## src/rtl/trap_integ_pkg.sv

```systemverilog
package trap_integ_pkg;

  // Strobes from the control to the datapath for one active edge
  typedef struct packed {
    logic clearRegs;  // zero the previous sample and the total
    logic loadPrev;   // capture the current error as previous sample
    logic loadAcc;    // write the new total
  } integ_ctrl_t;

endpackage

```

## src/rtl/trap_integ_edge.sv

```systemverilog
module trap_integ_edge #(
  parameter bit RISING_EDGE = 1'b1
) (
  input  logic clk,
  output logic sampleClk
);

  generate
    if (RISING_EDGE) begin : g_rise
      assign sampleClk = clk;
    end else begin : g_fall
      assign sampleClk = ~clk;
    end
  endgenerate

endmodule

```

## src/rtl/trap_integ_ctrl.sv

```systemverilog
module trap_integ_ctrl
  import trap_integ_pkg::*;
(
  input  logic        rst,
  input  logic        sampleValid,
  output integ_ctrl_t ctrl
);

  // Reset takes priority over acceptance of a sample
  always_comb begin
    ctrl           = '0;
    ctrl.clearRegs = rst;
    if (!rst && sampleValid) begin
      ctrl.loadPrev = 1'b1;
      ctrl.loadAcc  = 1'b1;
    end
  end

endmodule

```

## src/rtl/trap_integ_dp.sv

```systemverilog
module trap_integ_dp
  import trap_integ_pkg::*;
#(
  parameter int DATA_W      = 12,
  parameter int GAIN_W      = 8,
  parameter int ACC_W       = 24,
  parameter bit SIGNED_DATA = 1'b1
) (
  input  logic              sampleClk,
  input  integ_ctrl_t       ctrl,
  input  logic [DATA_W-1:0] errIn,
  input  logic [GAIN_W-1:0] gainIn,
  output logic [ACC_W-1:0]  accOut
);

  localparam int SUM_W  = DATA_W + 2;
  localparam int GX_W   = GAIN_W + 1;
  localparam int PROD_W = SUM_W + GX_W;
  localparam int BASE_W = (PROD_W > ACC_W + 1) ? PROD_W : ACC_W + 1;
  localparam int WIDE_W = BASE_W + 1;
  localparam longint MAX_L = SIGNED_DATA ? (64'sd1 <<< (ACC_W - 1)) - 1
                                         : (64'sd1 <<< ACC_W) - 1;
  localparam longint MIN_L = SIGNED_DATA ? -(64'sd1 <<< (ACC_W - 1)) : 64'sd0;
  localparam logic signed [WIDE_W-1:0] MAX_V = WIDE_W'(MAX_L);
  localparam logic signed [WIDE_W-1:0] MIN_V = WIDE_W'(MIN_L);

  logic [DATA_W-1:0]        prevReg;
  logic [ACC_W-1:0]         accReg;
  logic signed [DATA_W:0]   errExt;
  logic signed [DATA_W:0]   prevExt;
  logic signed [GAIN_W:0]   gainExt;
  logic signed [SUM_W-1:0]  pairSum;
  logic signed [PROD_W-1:0] prodVal;
  logic signed [PROD_W-1:0] halfVal;
  logic signed [WIDE_W-1:0] accExt;
  logic signed [WIDE_W-1:0] nextWide;
  logic [ACC_W-1:0]         accNext;

  // Widen operands by one bit: sign copy or zero, per interpretation
  always_comb begin
    errExt  = signed'({(SIGNED_DATA ? errIn[DATA_W-1]   : 1'b0), errIn});
    prevExt = signed'({(SIGNED_DATA ? prevReg[DATA_W-1] : 1'b0), prevReg});
    gainExt = signed'({(SIGNED_DATA ? gainIn[GAIN_W-1]  : 1'b0), gainIn});
    accExt  = WIDE_W'(signed'({(SIGNED_DATA ? accReg[ACC_W-1] : 1'b0), accReg}));
  end

  // Trapezoid term: (e[n] + e[n-1]) * k, halved with floor
  always_comb begin
    pairSum  = SUM_W'(errExt) + SUM_W'(prevExt);
    prodVal  = PROD_W'(pairSum) * PROD_W'(gainExt);
    halfVal  = prodVal >>> 1;
    nextWide = accExt + WIDE_W'(halfVal);
  end

  // Clamp to the output range
  always_comb begin
    if (nextWide > MAX_V) begin
      accNext = MAX_V[ACC_W-1:0];
    end else if (nextWide < MIN_V) begin
      accNext = MIN_V[ACC_W-1:0];
    end else begin
      accNext = nextWide[ACC_W-1:0];
    end
  end

  always_ff @(posedge sampleClk) begin
    if (ctrl.clearRegs) begin
      prevReg <= '0;
      accReg  <= '0;
    end else begin
      if (ctrl.loadPrev) prevReg <= errIn;
      if (ctrl.loadAcc)  accReg  <= accNext;
    end
  end

  assign accOut = accReg;

endmodule

```

## src/rtl/trap_integrator.sv

```systemverilog
module trap_integrator
  import trap_integ_pkg::*;
#(
  parameter int DATA_W      = 12,
  parameter int GAIN_W      = 8,
  parameter int ACC_W       = 24,
  parameter bit SIGNED_DATA = 1'b1,
  parameter bit RISING_EDGE = 1'b1
) (
  input  logic              clk,
  input  logic              rst,
  input  logic              sampleValid,
  input  logic [DATA_W-1:0] errIn,
  input  logic [GAIN_W-1:0] gainIn,
  output logic [ACC_W-1:0]  accOut
);

  logic        sampleClk;
  integ_ctrl_t ctrl;

  trap_integ_edge #(.RISING_EDGE(RISING_EDGE)) u_edge (
    .clk       (clk),
    .sampleClk (sampleClk)
  );

  trap_integ_ctrl u_ctrl (
    .rst         (rst),
    .sampleValid (sampleValid),
    .ctrl        (ctrl)
  );

  trap_integ_dp #(
    .DATA_W      (DATA_W),
    .GAIN_W      (GAIN_W),
    .ACC_W       (ACC_W),
    .SIGNED_DATA (SIGNED_DATA)
  ) u_dp (
    .sampleClk (sampleClk),
    .ctrl      (ctrl),
    .errIn     (errIn),
    .gainIn    (gainIn),
    .accOut    (accOut)
  );

endmodule

```

## config.mk

```make
export PLATFORM = sky130hd
export DESIGN_NAME = trap_integrator
export DESIGN_NICKNAME = d
export VERILOG_FILES = /design/src/rtl/trap_integ_pkg.sv /design/src/rtl/trap_integ_edge.sv /design/src/rtl/trap_integ_ctrl.sv /design/src/rtl/trap_integ_dp.sv /design/src/rtl/trap_integrator.sv
export SDC_FILE = /design/constraint.sdc
export NUM_CORES = 1
export LEC_CHECK = 0
export ABC_AREA = 0
export BUFFER_PORTS_ARGS = -buffer_cell sky130_fd_sc_hd__buf_2
export CAP_MARGIN = 20
export CORE_ASPECT_RATIO = 1.4
export CORE_UTILIZATION = 40
export CTS_BUF_LIST = sky130_fd_sc_hd__clkbuf_2
export CTS_CLUSTER_SIZE = 28
export DETAILED_ROUTE_END_ITERATION = 10
export HOLD_SLACK_MARGIN = 0.08
export PLACE_DENSITY = 0.65
export SLEW_MARGIN = 5
export SYNTH_ARGS = -nofsm -noshare
export SYNTH_HDL_FRONTEND = slang
export SYNTH_SLANG_ARGS = --single-unit
```

## constraint.sdc

```tcl
create_clock -name clk -period 8.6 [get_ports clk]
set_input_delay 1.72 -clock clk [delete_from_list [all_inputs] [get_ports clk]]
set_output_delay 1.72 -clock clk [all_outputs]
set_load 0.005 [all_outputs]
```

Word level (Yosys, flattened, before mapping)
Cells that the tools add are included.
{"block": "classes", "add_sub_neg": 2, "multipliers": 1, "n_lt_le_gt_ge": 2, "n_mux": 3, "reduce_logical": 2}
{"cell": "$mux 24", "n": 2}
{"cell": "$gt 26x24->1 const B", "n": 1}
{"cell": "$lt 26x24->1 const B", "n": 1}
{"cell": "$add 24x20->25", "n": 1}
{"cell": "$mul 13x8->21", "n": 1}
{"cell": "$add 12x12->13", "n": 1}
{"cell": "$mux 2", "n": 1}
{"cell": "$logic_and 1x1->1", "n": 1}
{"cell": "$logic_not 1->1", "n": 1}
{"block": "totals", "register_bits": 36, "in_bits": 23, "output_inout_bits": 24, "wordCells": 12}

Logic depth before layout (Yosys ltp)
{"block": "depth", "ltp_word": 6, "depth_mapped": 37, "depth_no_buf": 35}

Hierarchy
From an unflattened synthesis, not the netlist that was laid out.
{"block": "unflattened", "cells_unflattened": 904, "hier_area_um2": 7593.5}
{"mod": "trap_integ_dp", "n_inst": 1, "cells_each": 900, "area_each_um2": 7557.2, "seq_area_each_um2": 720.7}
{"mod": "trap_integ_ctrl", "n_inst": 1, "cells_each": 3, "area_each_um2": 28.8, "seq_area_each_um2": 0.0}
{"mod": "trap_integ_edge", "n_inst": 1, "cells_each": 1, "area_each_um2": 7.5, "seq_area_each_um2": 0.0}

Least setup slack after synthesis
No wires, ideal clock.
{"block": "synth_timing", "kind": "input to register", "startpoint": "in errIn[0]", "endpoint": "reg u_dp.accReg[17], in the netlist u_dp.accOut[17]", "setup_time_ns": 0.136, "arrival_time_ns": 9.163, "t_required_ns": 8.464, "path_slack_ns": -0.699, "stages": 35, "n_path_buf": 1, "cell_sequence": "ha_1 -> inv_1 -> fa_1 -> nor2b_1 -> o21ai_0 -> a21boi_0 -> o21ai_1 -> a211oi_1 -> nor3_1 -> xnor2_1 -> nand2_1 -> fa_1 -> inv_1 -> fa_1 -> fa_1 -> inv_1 -> fa_1 -> inv_1 -> ha_1 -> and2_1 -> o21a_1 -> a211oi_1 -> o31ai_1 -> a21oi_1 -> xnor2_1 -> ha_1 -> a21o_1 -> a31oi_1 -> o2111a_1 -> o211ai_1 -> a31oi_2 -> a41oi_1 -> buf_2 -> a311oi_1 -> nor3_1"}
{"block": "synth_between", "elab_chain_len": 6, "elab_cells_between_ends": 7, "classes_between": "add/sub: 2; mul: 1; order compare: 2; mux: 2"}
{"element": "start: declaration", "line": "trap_integrator.sv:13", "text": "input logic [DATA_W-1:0] errIn,"}
{"element": "$add 12x12->13 (*)", "line": "trap_integ_dp.sv:49", "text": "pairSum = SUM_W'(errExt) + SUM_W'(prevExt);"}
{"element": "$mul 13x8->21 (*)", "line": "trap_integ_dp.sv:50", "text": "prodVal = PROD_W'(pairSum) * PROD_W'(gainExt);"}
{"element": "$add 24x20->25 (*)", "line": "trap_integ_dp.sv:52", "text": "nextWide = accExt + WIDE_W'(halfVal);"}
{"element": "$lt 26x24->1", "line": "trap_integ_dp.sv:59", "text": "end else if (nextWide < MIN_V) begin"}
{"element": "$mux 24", "line": "trap_integ_dp.sv:59"}
{"element": "$mux 24 (*)", "line": "trap_integ_dp.sv:57", "text": "if (nextWide > MAX_V) begin"}
{"element": "end signal: assignment", "line": "trap_integ_dp.sv:72", "text": "if (ctrl.loadAcc) accReg <= accNext;"}
{"element": "end: declaration", "line": "trap_integ_dp.sv:28", "text": "logic [ACC_W-1:0] accReg;"}
Mark *: on every way between the ends. The rest lies on a longest branch, timed or not.
A chain may end at the register's enable or synchronous reset.

Final worst setup path
{"block": "layout_timing", "startpoint": "in errIn[1]", "endpoint": "reg u_dp.accReg[13], in the netlist u_dp.accOut[13]"}
The elaborated chain is that of the path after synthesis.

==> results.cfg <==
[timing]
period_share_pct = 104
hold_viol = 0
period_needed_ns = 8.93
max_slew_margin_pct = 40.0
tightest_slew_ns = 0.901
hold_ws_ns = 0.523
setup_violations = 24
fmax_ghz = 0.112
drv_slew = 0
finalClockSkew_ns = 0.0204
setup_ws_ns = -0.328
tns_ns = -6.80
rsz0062_at_grt = true

[detailed_routing]
wl_per_cell_um = 14.9
ant_nets = 0
drc_errors = 0
first_iter_violations = 164
routed_wl_um = 18700
vias_per_cell = 4.97
firstDrtPassIters = 5
vias = 6239

[yosys]
synth_compound_area_share_pct = 15.3
synthTopCellsByArea = fa_1 (25%), ha_1 (14%), dfxtp_1 (10%)
synth_edf_count = 0
synth_largest_area_cell = fa_1
synth_cell_types = 58
synth-adder-area-share_pct = 38.8
synth_top_area_share_pct = 25.1
yosysSeqAreaShare_pct = 10.4
ys_warn_count = 0
syn_area_um2 = 6940
syn_nets = 1009
synthArstFlopShare_pct = 0
synth_top_family_by_area = adder cells
synth-seq-cells = 36
ys.flop_type = dfxtp_1
synth_xor_area_share_pct = 6.18
syn_avg_cell_area_um2 = 8.44
syn_inst = 823
synthMuxAreaShare_pct = 2.04
synth_simple_gate_area_share_pct = 18.5

[die]
fp.dieW_um = 113
core_um2 = 16900
placementRows = 56
initial_core_util_pct = 41.1
die_h_um = 158
dieArea_um2 = 17900
num_io_pins = 47

[worst_setup_path]
critPathTopFamily = compound AO/OA/AOI/OAI gates
critical_path.slowest_cell = fa_1
critPathLaunchType = input pin
slowest_delay_ns = 0.57
crit_buf_inv = 7
cp-end-kind = register
rr_worst_depth = 36
path_class = in -> reg
crit_top_cell = fa_1
arrival_ns = 9.26
cp.required_ns = 8.93
crit_fanout = 8
cp_num_cells = 37

[hold_path]
hp-class = reg -> reg
min_path_cells = 2

[global_routing]
antenna_found_initial = 1
grt_usage_pct = 22.4
grt_first_pass_wirelength_um = 31700
grt_start_max_net_pins = 39
grt-ovfl-total = 0
first_global_vias = 6614

[status]
run_status = finished, violations left
violations = negative setup slack

[finish]
syn_to_final_growth_pct = 34.7
fillers = 1527
drive_above_1_share_pct = 33.9
final_nets = 1208

[placed_design]
dp.final_hpwl_um = 15300
io_buffers = 46
gp_congestion = 0.899

[clock_tree]
insertion_delay_ns = 0.45
root_buffer = clkbuf_2
htree_levels = 2
cts_tree = built
clockBufferDepth = 2
cts_inserted_buffers = 5
path_clk_slew_ns = 0.23
cts_hold_buf = 0
cts_sinks = 36

[run]
drv_cap = 0
[cells in the mapped netlist, types with 4 or more instances]
cell type  number
buf_2           4
a211oi_1       12
a21o_1         15
inv_1         139
nand3_1         9
nor2b_1        16
o21ai_1         6
nor2_1         73
a211oi_2       12
o21ai_0        16
and2_1         63
o211ai_1        4
ha_1           76
xor2_1         11
mux2i_1        13
dfxtp_1        36
nor3_1          6
nand2b_1        8
a21oi_2         6
nand4_1         6
o31ai_1         6
nand2_1        57
xnor2_1        38
a21oi_1        34
clkbuf_1       15
a31oi_1         8
fa_1           87
o21a_1          4
[path summary, 6_finish.rpt]
check / from / slack [ns] / to
max: errIn[1] / -0.33 / u_dp.accOut[13]
max reg2reg: u_dp.prevReg[1] / 0.57 / u_dp.accOut[13]
min reg2reg: u_dp.accOut[2] / 0.52 / u_dp.accOut[2]
min: u_dp.accOut[2] / 0.52 / u_dp.accOut[2]
[worst register-to-register path, delay by kind of cell (launching register included)]
kind,cells,cell delay (ns)
xor gates and xnor gates,2,0.33
and+or+nand+nor,3,0.26
AOI/OAI and AO/OA,18,3.43
adders and majority gates,7,2.86
DFF,1,0.45
buffers and inverters,6,0.60
[logic make-up (layout without fill, tap and decap cells)]
| logic type | Yosys count | count (layout) |
|---|---|---|
| buffers and inverters | 160 | 360 |
| adder cells (fa/ha/maj) | 163 | 163 |
| AO/OA/AOI/OAI | 145 | 145 |
| XOR/XNOR | 49 | 49 |
| flip-flops | 36 | 36 |
| other | 0 | 1 |
| multiplexers | 14 | 14 |
| AND/OR/NAND/NOR | 256 | 256 |
[per-stage QoR]
step | cells | util, % | worst slack [ns] | cell area (um2)
3_5_place_dp | 1224 | 51.8 | -1.06 | 8740
5_1_grt | 1256 | 55.4 | -0.622 | 9350
6_report | 1256 | 55.4 | -0.328 | 9350
2_1_floorplan | 823 | - | -0.310 | 7200
3_3_place_gp | 1224 | 51.8 | -0.907 | 8740
4_1_cts | 1249 | 54.5 | -0.298 | 9200
[metal layers]
layer  wire (um)  vias up  share of wire, %  GRT usage [%]
met4         873        0               4.7           11.0
met3         367       46               2.0           2.11
li1            -     3087                 -              -
met2       10200       84                54           43.3
met1        7280     3022                39           24.3
met5           0        -                 0              0
[cells in the final DEF, fill, tap and decap left out, types with 14 or more instances in the layout]
| cell | instances |
|---|---|
| and2_1 | 60 |
| ha_1 | 63 |
| a211oi_2 | 20 |
| a21oi_2 | 16 |
| a21o_1 | 15 |
| nor2b_1 | 14 |
| xnor2_1 | 32 |
| inv_1 | 127 |
| dfxtp_1 | 36 |
| a21oi_1 | 23 |
| buf_4 | 158 |
| buf_2 | 44 |
| nor2_1 | 71 |
| nand2_1 | 53 |
| fa_1 | 81 |
[flip-flops by register name, indices dropped and copies added, names as in the netlist]
name,cells
u_dp.accOut,24
u_dp.prevReg,12
[repair_timing]
item | CTS | global route
pin swaps | 48 | 32
gates resized for setup | 58 | 28
cloned | 1 | 1
setup endpoints to repair | 24 | 24
buffers inserted | 18 | 8
[cell type report]
type	count	area [um2]	area share, %
antenna	1	2.50	0.0268
clock buffer	6	30.0	0.321
clock inverter	2	35.0	0.375
inverter	139	522	5.58
multi-input combinational	627	6160	65.9
sequential	36	721	7.71
tap	232	290	3.10
timing repair buffer	213	1590	17.0
Power is not shown: default switching activity piles up to over one toggle a cycle in this logic, so the estimate is an artifact.
